===== config.mk =====
export PLATFORM = sky130hd
export DESIGN_NAME = fft_out_normalizer
export DESIGN_NICKNAME = d
export VERILOG_FILES = /design/src/rtl/norm_pkg.sv /design/src/rtl/norm_shift_calc.sv /design/src/rtl/norm_barrel.sv /design/src/rtl/norm_pair_ctrl.sv /design/src/rtl/fft_out_normalizer.sv
export SDC_FILE = /design/constraint.sdc
export NUM_CORES = 1
export LEC_CHECK = 0
export BUFFER_PORTS_ARGS = -buffer_cell sky130_fd_sc_hd__buf_2
export CORE_MARGIN = 1
export CORE_UTILIZATION = 56
export DETAILED_ROUTE_END_ITERATION = 8
export PLACE_DENSITY_LB_ADDON = 0.3
export RECOVER_POWER = 100
export SETUP_SLACK_MARGIN = 0.3
export SLEW_MARGIN = 15
export SYNTH_ARGS = -nofsm -noshare
export SYNTH_HDL_FRONTEND = slang
export SYNTH_SLANG_ARGS = --single-unit

===== constraint.sdc =====
create_clock -name clk -period 2.9 [get_ports clk]
set_input_delay 0 -clock clk [delete_from_list [all_inputs] [get_ports clk]]
set_output_delay 0 -clock clk [all_outputs]
set_load 0.01 [all_outputs]

===== src/rtl/norm_pkg.sv =====
package norm_pkg;

  // tag field width and the offset that centres tag 01 on weight zero
  localparam int TAG_W      = 2;
  localparam int TAG_CENTRE = 1;

  // selects how the exponent is assembled
  typedef enum logic {
    EXP_CENTRED = 1'b0,
    EXP_RAW     = 1'b1
  } exp_rule_e;

endpackage


===== src/rtl/norm_shift_calc.sv =====
module norm_shift_calc
  import norm_pkg::*;
#(
  parameter int GW_W    = 5,
  parameter int UEXP_W  = 6,
  parameter int SHIFT_W = 4,
  parameter int TRAP_GW = -8
) (
  input  logic [GW_W-1:0]    gw_i,
  input  logic [TAG_W-1:0]   tag_i,
  input  logic [UEXP_W-1:0]  uexp_i,
  input  exp_rule_e          rule_i,
  output logic [SHIFT_W-1:0] shift_o
);

  localparam int CALC_W = ((UEXP_W > GW_W) ? UEXP_W : GW_W) + 3;
  localparam int MAX_SH = (1 << SHIFT_W) - 1;

  localparam logic signed [CALC_W-1:0] ONE_S  = CALC_W'(1);
  localparam logic signed [CALC_W-1:0] CTR_S  = CALC_W'(TAG_CENTRE);
  localparam logic signed [CALC_W-1:0] TRAP_S = CALC_W'(TRAP_GW);
  localparam logic signed [CALC_W-1:0] MAX_S  = CALC_W'(MAX_SH);
  localparam logic signed [CALC_W-1:0] ZERO_S = '0;

  logic signed [CALC_W-1:0] gw_s;
  logic signed [CALC_W-1:0] ue_s;
  logic signed [CALC_W-1:0] tag_s;
  logic signed [CALC_W-1:0] exp_s;
  logic signed [CALC_W-1:0] tgt_s;
  logic signed [CALC_W-1:0] diff_s;

  assign gw_s  = CALC_W'($signed(gw_i));
  assign ue_s  = CALC_W'($signed(uexp_i));
  assign tag_s = $signed({{(CALC_W-TAG_W){1'b0}}, tag_i});

  always_comb begin
    if (rule_i == EXP_RAW) begin
      exp_s = gw_s + tag_s;
      tgt_s = ue_s + ONE_S;
    end else begin
      exp_s = gw_s + tag_s - CTR_S;
      tgt_s = ue_s;
    end
    diff_s = tgt_s - exp_s;
  end

  always_comb begin
    if (gw_s < TRAP_S) begin
      shift_o = SHIFT_W'(MAX_SH);
    end else if (diff_s < ZERO_S) begin
      shift_o = '0;
    end else if (diff_s > MAX_S) begin
      shift_o = SHIFT_W'(MAX_SH);
    end else begin
      shift_o = diff_s[SHIFT_W-1:0];
    end
  end

endmodule


===== src/rtl/norm_barrel.sv =====
module norm_barrel #(
  parameter int DATA_W  = 16,
  parameter int SHIFT_W = 4
) (
  input  logic [DATA_W-1:0]  data_i,
  input  logic [SHIFT_W-1:0] shift_i,
  output logic [DATA_W-1:0]  data_o
);

  logic signed [DATA_W-1:0] stg [SHIFT_W+1];

  assign stg[0] = $signed(data_i);

  for (genvar k = 0; k < SHIFT_W; k++) begin : g_stage
    assign stg[k+1] = shift_i[k] ? (stg[k] >>> (1 << k)) : stg[k];
  end

  assign data_o = stg[SHIFT_W];

endmodule


===== src/rtl/norm_pair_ctrl.sv =====
module norm_pair_ctrl #(
  parameter int SHIFT_W = 4
) (
  input  logic               clk,
  input  logic               rst_n,
  input  logic               valid_i,
  input  logic               pair_i,
  input  logic [SHIFT_W-1:0] calc_shift_i,
  output logic [SHIFT_W-1:0] use_shift_o,
  output logic               imag_o
);

  logic               phase_q, phase_n;
  logic [SHIFT_W-1:0] held_q,  held_n;

  assign imag_o      = pair_i & phase_q;
  assign use_shift_o = imag_o ? held_q : calc_shift_i;

  always_comb begin
    held_n  = held_q;
    phase_n = 1'b0;
    if (valid_i && !imag_o) begin
      held_n = calc_shift_i;
    end
    if (pair_i) begin
      phase_n = valid_i ? ~phase_q : phase_q;
    end
  end

  always_ff @(posedge clk or negedge rst_n) begin
    if (!rst_n) begin
      phase_q <= 1'b0;
      held_q  <= '0;
    end else begin
      phase_q <= phase_n;
      held_q  <= held_n;
    end
  end

endmodule


===== src/rtl/fft_out_normalizer.sv =====
module fft_out_normalizer
  import norm_pkg::*;
#(
  parameter int DATA_W  = 16,
  parameter int GW_W    = 5,
  parameter int UEXP_W  = 6,
  parameter int TRAP_GW = -8,
  localparam int SHIFT_W = $clog2(DATA_W)
) (
  input  logic               clk,
  input  logic               rst_n,
  input  logic               in_valid,
  input  logic [DATA_W-1:0]  in_data,
  input  logic [GW_W-1:0]    in_gw,
  input  logic [TAG_W-1:0]   in_tag,
  input  logic [UEXP_W-1:0]  univ_exp,
  input  logic               raw_tag_mode,
  input  logic               pair_mode,
  output logic               out_valid,
  output logic [DATA_W-1:0]  out_data,
  output logic [SHIFT_W-1:0] out_shift,
  output logic               out_imag
);

  logic [SHIFT_W-1:0] calc_shift;
  logic [SHIFT_W-1:0] use_shift;
  logic               cur_imag;
  logic [DATA_W-1:0]  shifted;
  exp_rule_e          rule;

  logic               vld_q,   vld_n;
  logic [DATA_W-1:0]  data_q,  data_n;
  logic [SHIFT_W-1:0] shift_q, shift_n;
  logic               imag_q,  imag_n;

  assign rule = raw_tag_mode ? EXP_RAW : EXP_CENTRED;

  norm_shift_calc #(
    .GW_W    (GW_W),
    .UEXP_W  (UEXP_W),
    .SHIFT_W (SHIFT_W),
    .TRAP_GW (TRAP_GW)
  ) u_calc (
    .gw_i    (in_gw),
    .tag_i   (in_tag),
    .uexp_i  (univ_exp),
    .rule_i  (rule),
    .shift_o (calc_shift)
  );

  norm_pair_ctrl #(
    .SHIFT_W (SHIFT_W)
  ) u_pair (
    .clk          (clk),
    .rst_n        (rst_n),
    .valid_i      (in_valid),
    .pair_i       (pair_mode),
    .calc_shift_i (calc_shift),
    .use_shift_o  (use_shift),
    .imag_o       (cur_imag)
  );

  norm_barrel #(
    .DATA_W  (DATA_W),
    .SHIFT_W (SHIFT_W)
  ) u_barrel (
    .data_i  (in_data),
    .shift_i (use_shift),
    .data_o  (shifted)
  );

  always_comb begin
    vld_n   = in_valid;
    data_n  = data_q;
    shift_n = shift_q;
    imag_n  = imag_q;
    if (in_valid) begin
      data_n  = shifted;
      shift_n = use_shift;
      imag_n  = cur_imag;
    end
  end

  always_ff @(posedge clk or negedge rst_n) begin
    if (!rst_n) begin
      vld_q   <= 1'b0;
      data_q  <= '0;
      shift_q <= '0;
      imag_q  <= 1'b0;
    end else begin
      vld_q   <= vld_n;
      data_q  <= data_n;
      shift_q <= shift_n;
      imag_q  <= imag_n;
    end
  end

  assign out_valid = vld_q;
  assign out_data  = data_q;
  assign out_shift = shift_q;
  assign out_imag  = imag_q;

endmodule


# --- Word-level counts from Yosys, hierarchy flattened ---
# Index checks and enable logic that the tools add are counted.
op_classes:
  addsub: 4
  n_lt_le_gt_ge: 3
  eq_ne: 1
  muxes: 13
  n_bitwise: 2
  n_reduce_logical: 2
op_table:
  columns: ["op", "n"]
  rows:
  - ["15-bit 2-to-1 mux", 4]
  - ["9-bit 2-to-1 mux", 2]
  - ["4-bit 2-to-1 mux", 4]
  - ["9-bit by 5-bit greater-than comparator with 1-bit output (second input constant)", 1]
  - ["9-bit by 1-bit less-than comparator with 1-bit output (second input constant)", 1]
  - ["9-bit by 2-bit subtractor with 9-bit output (second input constant)", 1]
  - ["9-bit subtractor", 1]
  - ["6-bit by 2-bit adder with 7-bit output (second input constant)", 1]
  - ["5-bit by 3-bit adder with 6-bit output", 1]
  - ["5-bit by 4-bit less-than comparator with 1-bit output (second input constant)", 1]
  - ["1-bit 2-to-1 mux", 3]
  - ["2-bit != test (second input constant)", 1]
  - ["1-bit AND", 1]
  - ["1-bit logical AND", 1]
  - ["1-bit logical NOT", 1]
  - ["1-bit NOT", 1]
totals:
  ff_bits: 27
  output_inout_bits: 22
  wordCells: 31

# --- Depth between registers and ports, before layout ---
depth:
  ltp_word: 13
  depth_mapped: 21
  mapped_depth_nobuf: 19

# --- Modules after synthesis ---
# A second synthesis with hierarchy kept.
hier_totals:
  cells_unflattened: 276
  area_unflattened_um2: 2698.8
by_module_without_submodules:
  columns: ["mod", "n_inst", "cells_per_inst", "area_each_um2", "seq_area_each_um2"]
  rows:
  - ["fft_out_normalizer", 1, 45, 884.6, 550.5]
  - ["norm_barrel", 1, 110, 774.5, 0.0]
  - ["norm_shift_calc", 1, 103, 745.7, 0.0]
  - ["norm_pair_ctrl", 1, 18, 294.0, 125.1]

# --- Least setup slack after synthesis ---
# No wires, ideal clock.
synth_path:
  path_type: "in2reg"
  from: "input port in_gw[0]"
  to: "register data_q[10] (netlist: out_data[10])"
  setup_ns: 0.126
  arrival_ns: 4.218
  required_time_ns: 2.774
  setup_slack_ns: -1.444
  cell_stages: 20
  path_buffers: 2
  path_cell_list: "ha_1 inv_1 fa_1 ha_1 nor2b_1 a31oi_1 o221a_2 ha_1 clkbuf_1 a211o_1 a211o_1 nand3_1 and4b_4 nand2_4 o311ai_4 buf_6 mux4_2 nand2_1 o21ai_1 a221o_1"
synth_via:
  elab_chain_len: 13
  elab_cells_between_ends: 15
synth_rtl:
  columns: ["item", "line_no", "source"]
  rows:
  - ["start, declared", "fft_out_normalizer.sv:14", "input logic [GW_W-1:0] in_gw,"]
  - ["5-bit by 3-bit adder with 6-bit output", "norm_shift_calc.sv:38, norm_shift_calc.sv:41", null]
  - ["9-bit by 2-bit subtractor with 9-bit output", "norm_shift_calc.sv:41", "exp_s = gw_s + tag_s - CTR_S;"]
  - ["9-bit 2-to-1 mux", "norm_shift_calc.sv:37", "if (rule_i == EXP_RAW) begin"]
  - ["9-bit subtractor", "norm_shift_calc.sv:44", "diff_s = tgt_s - exp_s;"]
  - ["9-bit by 5-bit greater-than comparator with 1-bit output", "norm_shift_calc.sv:52", "end else if (diff_s > MAX_S) begin"]
  - ["4-bit 2-to-1 mux", "norm_shift_calc.sv:52", null]
  - ["4-bit 2-to-1 mux", "norm_shift_calc.sv:50", "end else if (diff_s < ZERO_S) begin"]
  - ["4-bit 2-to-1 mux (*)", "norm_shift_calc.sv:48", "if (gw_s < TRAP_S) begin"]
  - ["4-bit 2-to-1 mux (*)", "norm_pair_ctrl.sv:17", "assign use_shift_o = imag_o ? held_q : calc_shift_i;"]
  - ["15-bit 2-to-1 mux (3 in a row)", "norm_barrel.sv:15", "assign stg[k+1] = shift_i[k] ? (stg[k] >>> (1 << k)) : stg[k];"]
  - ["15-bit 2-to-1 mux (*)", "norm_barrel.sv:15", null]
  - ["end signal, assigned", "fft_out_normalizer.sv:92", "data_q <= data_n;"]
  - ["end, declared", "fft_out_normalizer.sv:32", "logic [DATA_W-1:0] data_q, data_n;"]
# Every way passes the cells marked *; elsewhere a longest branch is shown, timed or not.
# A chain may end at the register's enable or synchronous reset.

# --- Final worst setup path ---
layout_path:
  from: "input port in_tag[0]"
  to: "register data_q[8] (netlist: out_data[8])"
layout_via:
  elab_chain_len: 13
  elab_cells_between_ends: 14
layout_rtl:
  columns: ["item", "line_no", "source"]
  rows:
  - ["start, declared", "fft_out_normalizer.sv:15", "input logic [TAG_W-1:0] in_tag,"]
  - ["5-bit by 3-bit adder with 6-bit output (*)", "norm_shift_calc.sv:38, norm_shift_calc.sv:41", null]
  - ["9-bit by 2-bit subtractor with 9-bit output", "norm_shift_calc.sv:41", null]
  - ["9-bit 2-to-1 mux (*)", "norm_shift_calc.sv:37", null]
  - ["9-bit subtractor (*)", "norm_shift_calc.sv:44", null]
  - ["9-bit by 5-bit greater-than comparator with 1-bit output", "norm_shift_calc.sv:52", null]
  - ["4-bit 2-to-1 mux", "norm_shift_calc.sv:52", null]
  - ["4-bit 2-to-1 mux (*)", "norm_shift_calc.sv:50", null]
  - ["4-bit 2-to-1 mux (*)", "norm_shift_calc.sv:48", null]
  - ["4-bit 2-to-1 mux (*)", "norm_pair_ctrl.sv:17", null]
  - ["15-bit 2-to-1 mux (3 in a row)", "norm_barrel.sv:15", null]
  - ["15-bit 2-to-1 mux (*)", "norm_barrel.sv:15", null]
# Marks and branches as above.

==> flow_summary_export.csv <==
group,metric,value,unit
cts,cts_buffers,3,
sta,fin_skew,0.0109,ns
synth,muxShareOfSynthArea,0.172,
synth,synth_top_family_by_area,"compound AO/OA/AOI/OAI gates",
setup_path,slowest_stage,"fa_1",
synth,yosys_register_bits,27,
synth,synthFlopType,"dfrtp_1",
cts,cts_sinks,27,
hold_path,hold_path.startpoint,"in_data[14]",
setup_path,cpPeakStageDelay,0.57,ns
grt,grtUsageTotal,0.363,
drt,routed_wl,13.6,mm
drt,route.met2.wl,5.90,mm
cts,htreeDepth,1,
setup_path,cp.required,3.05,ns
sta,rsz0062_at_grt,"yes",
floorplan,core_area,0.00444,mm2
grt,grt_max_degree,28,
pwr,power-per-cell-area,711,mW/mm2
drt,dr.pass1.iters,8,
synth,yosysTopAreaCell,"dfrtp_1",
drt,drtIter0Drc,504,
pwr,ir_worst_vdd,391,uV
synth,yosys.area.top_type_share,0.257,
synth,synth_area_leaders,"dfrtp_1 26%, mux2i_1 9.9%, ha_1 5.7%",
floorplan,die-area,0.00497,mm2
floorplan,initial_core_util,0.591,
final_layout,drive_gt1_frac,0.499,
placement,port_buffers,55,
setup_path,reg2regPathDepth,10,
drt,postRouteAntennaNets,0,
sta,finalSetupViolCount,23,
drt,wl_met3,1.70,mm
setup_path,critical_path.cell_chain,"buf_8, ha_4, inv_2, fa_1, nor3b_4, nor2b_4, xnor2_2, a22oi_2, xor2_1, ha_1, o21a_1, o31a_1, mux2i_1, and4b_4, nand2_4, buf_6, o311ai_4, buf_6, mux2i_2, mux2i_2, mux2i_4, o31ai_2",
synth,synth-adder-area-share,0.0723,
placement,pre_cts_ws,-1.67,ns
setup_path,crit_type,"in -> reg",
outcome,status,"complete, but fails checks",
sta,hold_ws,0.165,ns
placement,place.gp.congestion,0.947,
grt,gr-total-overflow,0,
synth,synthArstFlopShare,1.00,
drt,wl_per_cell,28.0,um
floorplan,die_h,70.5,um
cts,clockRootBuffer,"clkbuf_8",
sta,worst_slew_pin_slew,1.45,ns
job,max_cap_violations,0,
hold_path,min_to,"out_data[14]",
setup_path,r2r_end,"out_data[3]",
sta,fin_crit_sh,1.56,
grt,grt_pass1_vias,3055,
drt,vias,3623,
setup_path,crit_path_max_fanout,8,
synth,synth_fp_nets,334,
pwr,p_leak,1.85,nW
synth,netlist_top_cells_count,"28 x nand2_1, 27 x dfrtp_1, 26 x mux2i_1",
synth,synth_xor_area_frac,0.0552,
synth,ys_warn_count,0,
sta,max_freq,221,MHz
cts,cts_tree,"built",
setup_path,rrSetupSlack,0.16,ns
hold_path,hp-class,"in -> reg",
synth,synthDistinctLibCells,61,
setup_path,cp_data_arrival_time,4.69,ns
floorplan,dieWidth,70.5,um
hold_path,hold_depth,3,
grt,grt_pass1_wl,14.2,mm
drt,m1WireLength,4.20,mm
sta,relSlewSlack,0.0307,
setup_path,endpoint_kind,"flip-flop",
cts,clockBufferDepth,2,
floorplan,io_pins,56,
synth,yosysSeqAreaShare,0.257,
synth,synthCells,286,
floorplan,rows,24,
sta,worst_slack,-1.63,ns
synth,synth-edff-count,0,
synth,yosysMostFrequentCell,"nand2_1",
grt,antenna_found_initial,0,
final_layout,diodes,0,
outcome,violations,"DRC, setup timing",
setup_path,start_kind,"primary input",
cts,clk_latency,0.29,ns
cts,clk_pin_slew,0.10,ns
synth,synth-compound-area-share,0.236,
sta,finalHoldViolations,0,
drt,drc,8,
setup_path,timing.rr.start,"u_pair.phase_q",
sta,drv_slew,0,
final_layout,final_nets,482,
sta,min_period,4.53,ns
drt,topRoutingLayerUsed,"met4",
final_layout,area_growth,61.8,%
drt,viasPerCell,7.47,
synth,syn_avg_cell_area,9.19,um2
synth,synth_simple_gate_area_share,0.152,
placement,hpwl,5.97,mm
synth,synthesis.area,0.00263,mm2
-- through the flow --
stage | power [mW] | util | instance area, um2 | std cells | TNS [ns]
6_report | 3.02 | 0.957 | 4250 | 485 | -28.81
5_1_grt | 3.11 | 0.957 | 4250 | 485 | -30.22
4_1_cts | 2.48 | 0.883 | 3930 | 474 | -18.68
3_5_place_dp | 2.02 | 0.799 | 3550 | 456 | -30.77
3_3_place_gp | 1.97 | 0.799 | 3550 | 456 | -27.56
2_1_floorplan | 1.44 | - | 2720 | 286 | -20.60
-- area by class of cell --
class | instances | area (um2)
Tap cell | 52 | 65.1
Multi-Input combinational cell | 231 | 2250
Inverter | 13 | 48.8
Sequential cell | 27 | 676
Timing Repair Buffer | 158 | 1160
Clock buffer | 4 | 45.0
Fill cell | 114 | 191
-- registers in the layout, indices dropped and copies added (netlist names) --
register        flops
u_pair.phase_q      1
out_shift           4
out_valid           1
out_data           16
out_imag            1
u_pair.held_q       4
-- where the power goes --
part	internal [mW]	total (mW)	switching, mW
Sequential	0.496	0.590	0.0947
Clock	0.0990	0.220	0.121
Combinational	1.08	2.21	1.14
Total	1.67	3.02	1.36
-- layer usage --
metal / vias to the layer above / GRT usage
met1: 1618 / 0.402
met3: 201 / 0.0375
met4: 0 / 0.252
met2: 433 / 0.650
li1: 1371 / -
met5: - / 0
-- layout by cell type (no fill, tap or decap), types with 5 or more instances in the layout --
cell,count
xnor2_1,8
clkbuf_1,25
inv_1,11
buf_6,18
nor2_1,13
dfrtp_1,27
ha_1,8
buf_2,29
buf_4,78
mux2i_4,8
mux2_2,7
a221o_1,5
nand2_1,27
o21ai_1,6
a21oi_1,16
mux2i_1,10
nor2b_1,5
xor2_1,5
mux2i_2,8
-- cells by family after synthesis --
kind of cell	count (synthesis)
buffers and inverters	28
and+or+nand+nor	79
muxes	40
AOI/OAI and AO/OA	83
xor gates and xnor gates	15
DFF	27
adders and majority gates	14
-- critical path, delay by kind of cell --
family | cells | cell delay, ns
fa+ha+maj | 3 | 1.09
mux | 4 | 1.03
compound gates | 5 | 0.94
simple gates | 4 | 0.85
buf+inv | 4 | 0.44
xor+xnor | 2 | 0.32
-- repair_timing --
item                       CTS  global route
cloned                       0             0
hold buffers                 3             0
gates resized for setup     42            51
pin swaps                   21            17
setup endpoints to repair   23            23
hold endpoints to repair    29             0
setup buffers               11            11
-- how the worst max path moves through the flow --
stage                   start           to  cells past startpoint
floorplan            in_gw[0]  out_data[1]                     19
global placement     in_gw[0]  out_data[1]                     21
global route        in_tag[0]  out_data[8]                     22
CTS                 in_tag[0]  out_data[5]                     22
detailed placement   in_gw[0]  out_data[1]                     21
finish              in_tag[0]  out_data[8]                     22
Note: power is estimated with default switching activity, not from simulation.
